`config.mk`:
```
export PLATFORM = sky130hd
export DESIGN_NAME = rx_crc_fwd
export DESIGN_NICKNAME = d
export VERILOG_FILES = /design/src/rtl/rxcrc_pkg.sv /design/src/rtl/rxcrc_crc_unit.sv /design/src/rtl/rxcrc_delay_line.sv /design/src/rtl/rxcrc_fcs_match.sv /design/src/rtl/rx_crc_fwd.sv
export SDC_FILE = /design/constraint.sdc
export NUM_CORES = 1
export LEC_CHECK = 0
export BUFFER_PORTS_ARGS = -buffer_cell sky130_fd_sc_hd__clkbuf_2
export CORE_ASPECT_RATIO = 0.8
export CORE_UTILIZATION = 55
export DETAILED_ROUTE_END_ITERATION = 12
export PLACE_DENSITY = 0.68
export SYNTH_ARGS = -nofsm -noshare
export SYNTH_HDL_FRONTEND = slang
export SYNTH_SLANG_ARGS = --single-unit
```
`constraint.sdc`:
```
create_clock -name clk_i -period 8.7 [get_ports clk_i]
set_input_delay 0.435 -clock clk_i [delete_from_list [all_inputs] [get_ports clk_i]]
set_output_delay 0.435 -clock clk_i [all_outputs]
set_load 0.01 [all_outputs]
```
`src/rtl/rxcrc_pkg.sv`:
```
package rxcrc_pkg;
  typedef enum logic [1:0] {
    MODE_ADDR     = 2'd0,
    MODE_NOADDR   = 2'd1,
    MODE_TRANSP_A = 2'd2,
    MODE_TRANSP_B = 2'd3
  } rx_mode_e;

  typedef enum logic [1:0] {
    PH_RUN  = 2'd0,
    PH_CHK  = 2'd1,
    PH_TAIL = 2'd2,
    PH_STAT = 2'd3
  } rx_phase_e;

  localparam int STAT_CRC_OK = 0;
  localparam int STAT_VALID  = 1;
  localparam int STAT_ABORT  = 2;
  localparam int STAT_W      = 3;
endpackage

```
`src/rtl/rxcrc_crc_unit.sv`:
```
module rxcrc_crc_unit #(
  parameter int           W    = 16,
  parameter logic [W-1:0] POLY = W'('h1021),
  parameter logic [W-1:0] INIT = '1
) (
  input  logic         clk_i,
  input  logic         rst_ni,
  input  logic         clear_i,
  input  logic         en_i,
  input  logic [7:0]   data_i,
  output logic [W-1:0] crc_o
);
  logic [W-1:0] crc_q;

  function automatic logic [W-1:0] step(logic [W-1:0] c, logic [7:0] d);
    logic fb;
    for (int i = 0; i < 8; i++) begin
      fb = c[W-1] ^ d[i];
      c  = {c[W-2:0], 1'b0} ^ (fb ? POLY : '0);
    end
    return c;
  endfunction

  always_ff @(posedge clk_i or negedge rst_ni) begin
    if (!rst_ni)      crc_q <= INIT;
    else if (clear_i) crc_q <= INIT;
    else if (en_i)    crc_q <= step(crc_q, data_i);
  end

  assign crc_o = crc_q;
endmodule

```
`src/rtl/rxcrc_delay_line.sv`:
```
module rxcrc_delay_line #(
  parameter  int DEPTH = 4,
  parameter  int W     = 8,
  localparam int CW    = $clog2(DEPTH + 1)
) (
  input  logic             clk_i,
  input  logic             rst_ni,
  input  logic             clear_i,
  input  logic             push_i,
  input  logic             pop_i,
  input  logic [W-1:0]     data_i,
  input  logic [CW-1:0]    limit_i,
  output logic [W-1:0]     head_o,
  output logic [CW-1:0]    cnt_o,
  output logic             full_o,
  output logic [DEPTH*W-1:0] flat_o
);
  logic [W-1:0]  mem_q [DEPTH];
  logic [W-1:0]  mem_n [DEPTH];
  logic [CW-1:0] cnt_q, cnt_n, wp;

  always_comb begin
    for (int i = 0; i < DEPTH; i++) mem_n[i] = mem_q[i];
    if (pop_i) begin
      for (int i = 0; i < DEPTH - 1; i++) mem_n[i] = mem_q[i+1];
      mem_n[DEPTH-1] = '0;
    end
    wp = pop_i ? cnt_q - CW'(1) : cnt_q;
    for (int i = 0; i < DEPTH; i++)
      if (push_i && CW'(i) == wp) mem_n[i] = data_i;
    cnt_n = cnt_q + CW'(push_i) - CW'(pop_i);
  end

  always_ff @(posedge clk_i or negedge rst_ni) begin
    if (!rst_ni) begin
      cnt_q <= '0;
      for (int i = 0; i < DEPTH; i++) mem_q[i] <= '0;
    end else if (clear_i) begin
      cnt_q <= '0;
    end else begin
      cnt_q <= cnt_n;
      for (int i = 0; i < DEPTH; i++) mem_q[i] <= mem_n[i];
    end
  end

  assign head_o = mem_q[0];
  assign cnt_o  = cnt_q;
  assign full_o = (cnt_q == limit_i);

  for (genvar g = 0; g < DEPTH; g++) begin : g_flat
    assign flat_o[g*W +: W] = mem_q[g];
  end
endmodule

```
`src/rtl/rxcrc_fcs_match.sv`:
```
module rxcrc_fcs_match #(
  parameter  int NB  = 4,
  localparam int NBW = $clog2(NB + 1)
) (
  input  logic [NB*8-1:0] rx_i,
  input  logic [NB*8-1:0] crc_i,
  input  logic [NBW-1:0]  nb_i,
  output logic            match_o
);
  logic [NB-1:0] eq;

  for (genvar k = 0; k < NB; k++) begin : g_byte
    assign eq[k] = (rx_i[k*8 +: 8] == ~crc_i[k*8 +: 8]) || (k >= int'(nb_i));
  end

  assign match_o = &eq;
endmodule

```
`src/rtl/rx_crc_fwd.sv`:
```
module rx_crc_fwd
  import rxcrc_pkg::*;
#(
  parameter logic [15:0] POLY16 = 16'h1021,
  parameter logic [15:0] INIT16 = 16'hFFFF,
  parameter logic [31:0] POLY32 = 32'h04C1_1DB7,
  parameter logic [31:0] INIT32 = 32'hFFFF_FFFF,
  parameter int          LEN_W  = 4
) (
  input  logic       clk_i,
  input  logic       rst_ni,
  input  logic [1:0] cfg_mode_i,
  input  logic       cfg_crc32_i,
  input  logic       cfg_fwd_crc_i,
  input  logic [7:0] in_data_i,
  input  logic       in_valid_i,
  input  logic       in_eof_i,
  input  logic       in_abort_i,
  output logic       in_ready_o,
  output logic [7:0] out_data_o,
  output logic       out_status_o,
  output logic       out_valid_o,
  input  logic       out_ready_i
);
  localparam int FCS_S = 16 / 8;
  localparam int FCS_L = 32 / 8;
  localparam int CW    = $clog2(FCS_L + 1);

  rx_phase_e ph_q;
  logic [STAT_W-1:0] status_q;
  logic [LEN_W-1:0]  len_q, min_len;
  logic [CW-1:0]     fcs_len, dl_cnt;
  logic [7:0]        dl_head;
  logic [FCS_L*8-1:0] dl_flat;
  logic [15:0]       crc16;
  logic [31:0]       crc32, crc_sel;
  logic fwd_eff, slot_free, acc, acc_byte, acc_abort;
  logic dl_full, pop_run, pop_tail, dl_clear, crc_clear, fcs_ok, stat_go;
  logic ov_q, os_q;
  logic [7:0] od_q;

  // Forwarding only honoured in non-addressed or transparent-A mode
  assign fwd_eff   = cfg_fwd_crc_i &&
                     (cfg_mode_i == MODE_NOADDR || cfg_mode_i == MODE_TRANSP_A);
  assign fcs_len   = cfg_crc32_i ? CW'(FCS_L) : CW'(FCS_S);
  assign min_len   = (fwd_eff && cfg_mode_i == MODE_NOADDR) ? LEN_W'(fcs_len)
                                                             : LEN_W'(fcs_len) + LEN_W'(1);

  assign slot_free  = !ov_q || out_ready_i;
  assign in_ready_o = (ph_q == PH_RUN) && slot_free;
  assign acc        = in_valid_i && in_ready_o;
  assign acc_byte   = acc && !in_abort_i;
  assign acc_abort  = acc && in_abort_i;
  assign pop_run    = acc_byte && dl_full;
  assign pop_tail   = (ph_q == PH_TAIL) && slot_free;
  assign stat_go    = (ph_q == PH_STAT) && slot_free;
  assign dl_clear   = acc_abort || stat_go || (ph_q == PH_CHK && !fwd_eff);
  assign crc_clear  = acc_abort || stat_go;

  rxcrc_delay_line #(.DEPTH(FCS_L), .W(8)) u_dly (
    .clk_i   (clk_i),
    .rst_ni  (rst_ni),
    .clear_i (dl_clear),
    .push_i  (acc_byte),
    .pop_i   (pop_run || pop_tail),
    .data_i  (in_data_i),
    .limit_i (fcs_len),
    .head_o  (dl_head),
    .cnt_o   (dl_cnt),
    .full_o  (dl_full),
    .flat_o  (dl_flat)
  );

  rxcrc_crc_unit #(.W(16), .POLY(POLY16), .INIT(INIT16)) u_crc16 (
    .clk_i   (clk_i),
    .rst_ni  (rst_ni),
    .clear_i (crc_clear),
    .en_i    (pop_run),
    .data_i  (dl_head),
    .crc_o   (crc16)
  );

  rxcrc_crc_unit #(.W(32), .POLY(POLY32), .INIT(INIT32)) u_crc32 (
    .clk_i   (clk_i),
    .rst_ni  (rst_ni),
    .clear_i (crc_clear),
    .en_i    (pop_run),
    .data_i  (dl_head),
    .crc_o   (crc32)
  );

  assign crc_sel = cfg_crc32_i ? crc32 : {16'h0000, crc16};

  rxcrc_fcs_match #(.NB(FCS_L)) u_match (
    .rx_i    (dl_flat),
    .crc_i   (crc_sel),
    .nb_i    (fcs_len),
    .match_o (fcs_ok)
  );

  always_ff @(posedge clk_i or negedge rst_ni) begin
    if (!rst_ni) begin
      ph_q     <= PH_RUN;
      status_q <= '0;
      len_q    <= '0;
    end else begin
      if (crc_clear)                     len_q <= '0;
      else if (acc_byte && len_q != '1)  len_q <= len_q + LEN_W'(1);
      unique case (ph_q)
        PH_RUN: begin
          if (acc_abort) begin
            status_q              <= '0;
            status_q[STAT_ABORT]  <= 1'b1;
            ph_q                  <= PH_STAT;
          end else if (acc_byte && in_eof_i) begin
            ph_q <= PH_CHK;
          end
        end
        PH_CHK: begin
          status_q[STAT_ABORT]  <= 1'b0;
          status_q[STAT_VALID]  <= (len_q >= min_len);
          status_q[STAT_CRC_OK] <= (dl_cnt == fcs_len) && fcs_ok;
          ph_q <= (fwd_eff && dl_cnt != '0) ? PH_TAIL : PH_STAT;
        end
        PH_TAIL: if (slot_free && dl_cnt == CW'(1)) ph_q <= PH_STAT;
        PH_STAT: if (slot_free) ph_q <= PH_RUN;
        default: ph_q <= PH_RUN;
      endcase
    end
  end

  always_ff @(posedge clk_i or negedge rst_ni) begin
    if (!rst_ni) begin
      ov_q <= 1'b0;
      od_q <= '0;
      os_q <= 1'b0;
    end else if (pop_run || pop_tail) begin
      ov_q <= 1'b1;
      od_q <= dl_head;
      os_q <= 1'b0;
    end else if (stat_go) begin
      ov_q <= 1'b1;
      od_q <= {{(8-STAT_W){1'b0}}, status_q};
      os_q <= 1'b1;
    end else if (out_ready_i) begin
      ov_q <= 1'b0;
    end
  end

  assign out_valid_o  = ov_q;
  assign out_data_o   = od_q;
  assign out_status_o = os_q;
endmodule

```
==> impl_metrics.json <==
{
  "ant_nets": 0,
  "cts.path.max_buffers": 2,
  "ys.flop_type": "dfrtp_1",
  "period_minus_slack_ns": 3.63,
  "status": "complete, but fails checks",
  "port_buffers": 28,
  "initial_core_util": 0.578,
  "cp.required_ns": 8.98,
  "grt_pass1_wl_um": 25900,
  "avgSynthCellArea_um2": 10.0,
  "report.final.slew_viol_count": 0,
  "syn_nets": 679,
  "final_cells": 799,
  "routed-via-count": 4746,
  "synth.cell_area_um2": 6440,
  "yosys_register_bits": 102,
  "violations": "hold timing",
  "finalHoldViolCount": 6,
  "cts-root-buf": "clkbuf_16",
  "crit_path_end_kind": "flop",
  "yosysTopAreaCell": "dfrtp_1",
  "worstPathCellList": "clkbuf_2 > nor4b_2 > o2111a_1 > nor2_1 > inv_2 > ha_1 > nor2_1 > o211ai_1 > or2_2 > a2bb2oi_1",
  "dieArea_um2": 12100,
  "h-tree-depth": 3,
  "crit_path_start": "cfg_crc32_i",
  "drt_iter0_markers": 355,
  "path_class": "in -> reg",
  "muxShareOfSynthArea": 0.0344,
  "irDropWorstVdd_mv": 0.219,
  "drc": 0,
  "crit_path_start_kind": "input port",
  "seq_power_share": 0.285,
  "cts.sinks": 102,
  "crit_path_top_delay_cell": "nor4b_2",
  "critPathMaxFanout": 30,
  "r2r_slack_ns": 5.23,
  "syn-instance-count": 643,
  "yosysWarningCount": 0,
  "drtPass1Iterations": 5,
  "place_hpwl_um": 11400,
  "yosysSeqAreaShare": 0.406,
  "cts_setup_buffers": 0,
  "hold_ws_ns": -0.00604,
  "hold_path.class": "in -> async",
  "mostFrequentLayoutCells": "nand2_1, xnor2_1, dfrtp_1, dfstp_2",
  "tns_ns": 0,
  "drive_gt1_frac": 0.185,
  "num_antenna_cells": 0,
  "power.clock.fraction": 0.118,
  "grt_overflow_total": 0,
  "synth_top_family_by_area": "XOR/XNOR gates",
  "detail_route.wirelength_um": 15800,
  "cpPeakStageDelay_ns": 0.70,
  "arrival_ns": 3.91,
  "fin_util": 0.625,
  "synth.top_cell.area_share": 0.210,
  "die_w_um": 123,
  "leakagePower_nw": 3.07,
  "rr_endpoint": "u_dly.flat_o[12]$_DFFE_PN0P_",
  "synth_compound_area_frac": 0.173,
  "switching_power_mw": 1.56,
  "hold_buffers": 0,
  "core.rowCount": 34,
  "path_clk_slew_ns": 0.08,
  "relSlewSlack": 0.389,
  "place_congestion": 0.849,
  "synth_edf_count": 0,
  "cp_common_cell": "nor2_1",
  "grtUsageTotal": 0.281,
  "cts_resized": 0,
  "regToRegStartpoint": "ph_q[0]$_DFFE_PN0P_",
  "area_delta_synth_final_pct": 8.14,
  "insertion_delay_ns": 0.35,
  "endpoint": "u_dly.flat_o[12]$_DFFE_PN0P_",
  "ys_types": 60,
  "powerDensity_nw_per_um2": 491,
  "power_frac_comb": 0.597,
  "rsz0062_at_grt": "no",
  "fin_nets": 686,
  "grt_pass1_vias": 4669,
  "synth-simple-area-share": 0.123,
  "netSwitchingFraction": 0.457,
  "netlist_top_cells_area": "dfrtp_1, dfstp_2, xnor2_1, xor2_1, o211ai_1",
  "final_common_cell": "nand2_1",
  "cap_violations": 0,
  "synth_xor_area_frac": 0.192,
  "coreArea_um2": 11100,
  "tightest_slew_ns": 0.913,
  "setup_viol": 0,
  "dp_cells": 783,
  "ios": 29,
  "avgRoutedWirePerCell_um": 19.8,
  "cts_tree": "yes",
  "viasPerCell": 5.94,
  "skew_ns": 0.00818,
  "worstRegToRegCells": 11,
  "ys_async_sr_fraction": 1.00,
  "die_h_um": 98.8,
  "grt_max_degree": 95,
  "cell_internal_pwr_mw": 1.86,
  "max_freq_mhz": 276,
  "antenna_found_initial": 0,
  "synth_fa_ha_area_frac": 0.0361,
  "period_share": 0.417,
  "num-fill-cells": 926,
  "cts_buffers": 9
}
[synth_stat cells, drive strengths merged, types with 2 or more instances]
master / number
xnor2: 75
nand2: 70
dfrtp: 54
xor2: 49
dfstp: 48
o21ai: 48
o211ai: 46
a2bb2oi: 24
clkbuf: 24
or2: 24
nor2: 23
mux2i: 21
inv: 19
ha: 17
buf: 12
a21oi: 10
a22o: 9
nand3: 7
a31oi: 5
nor2b: 5
a32oi: 4
nand2b: 4
nor3: 4
nor4: 4
o22ai: 4
and2: 3
nand4: 3
a21o: 2
and3: 2
nand4b: 2
nand4bb: 2
o31ai: 2
or2b: 2
[stage by stage]
step	total power, mW	instance area [um^2]	worst slack [ns]
final	3.42	6960	5.07
after global placement	2.95	6670	4.97
after global routing	3.68	6960	4.79
after CTS	3.42	6960	5.16
after detailed placement	3.00	6670	4.79
after floorplan	2.54	6440	5.63
[worst min-delay path by stage]
stage | from | slack, ns | depth (start not counted) | end
after CTS | rst_ni | 0.01 | 1 | u_dly.flat_o[29]$_DFFE_PN0P_
after floorplan | rst_ni | 0.14 | 0 | len_q[0]$_DFFE_PN0P_
after global routing | rst_ni | 0.03 | 1 | u_dly.flat_o[29]$_DFFE_PN0P_
after global placement | rst_ni | 0.38 | 1 | u_dly.flat_o[31]$_DFFE_PN0P_
final | rst_ni | -0.006 | 1 | u_dly.flat_o[29]$_DFFE_PN0P_
after detailed placement | rst_ni | 0.39 | 1 | u_dly.flat_o[29]$_DFFE_PN0P_
[layer usage]
layer	vias to the layer above	wire length, um	GRT usage
li1	2261	-	-
met1	2308	7590	0.420
met2	153	7060	0.426
met3	24	929	0.0463
met4	0	210	0.0630
met5	-	0	0
[power by group through the flow]
| stage | Clock, mW | Sequential [mW] | Combinational (mW) |
|---|---|---|---|
| 5_1_grt | 0.430 | 0.994 | 2.25 |
| 3_5_place_dp | 0 | 0.972 | 2.03 |
| 2_1_floorplan | 0 | 0.841 | 1.70 |
| 4_1_cts | 0.411 | 0.968 | 2.04 |
| 6_report | 0.404 | 0.974 | 2.04 |
| 3_3_place_gp | 0 | 0.969 | 1.98 |
[logic make-up after synthesis]
group / Yosys count
compound gates: 162
xor+xnor: 125
fa+ha+maj: 18
buf+inv: 55
flops: 102
mux: 22
simple gates: 159
[flip-flops by register name (all words and copies together) (netlist names), 3 cells and up]
signal and count:
u_crc32.crc_o 32, u_dly.flat_o 24, u_crc16.crc_o 16, out_data_o 8
u_dly.head_o 8, len_q 4, status_q 3, u_dly.cnt_o 3
[worst max-delay path, delay by kind of cell]
kind | cells | cell delay (ns)
buf+inv | 2 | 0.78
compound gates | 3 | 0.91
simple gates | 4 | 1.43
fa+ha+maj | 1 | 0.32
[final cells by class]
cell class	instances	area, um^2	share of cell area
timing repair buffer	32	173	0.0248
clock buffer	10	239	0.0343
multi-input combinational	486	3630	0.521
sequential	102	2610	0.375
inverter	19	71.3	0.0102
tap	144	180	0.0259
clock inverter	6	57.6	0.00827
Note: power is estimated with default switching activity, not from simulation.
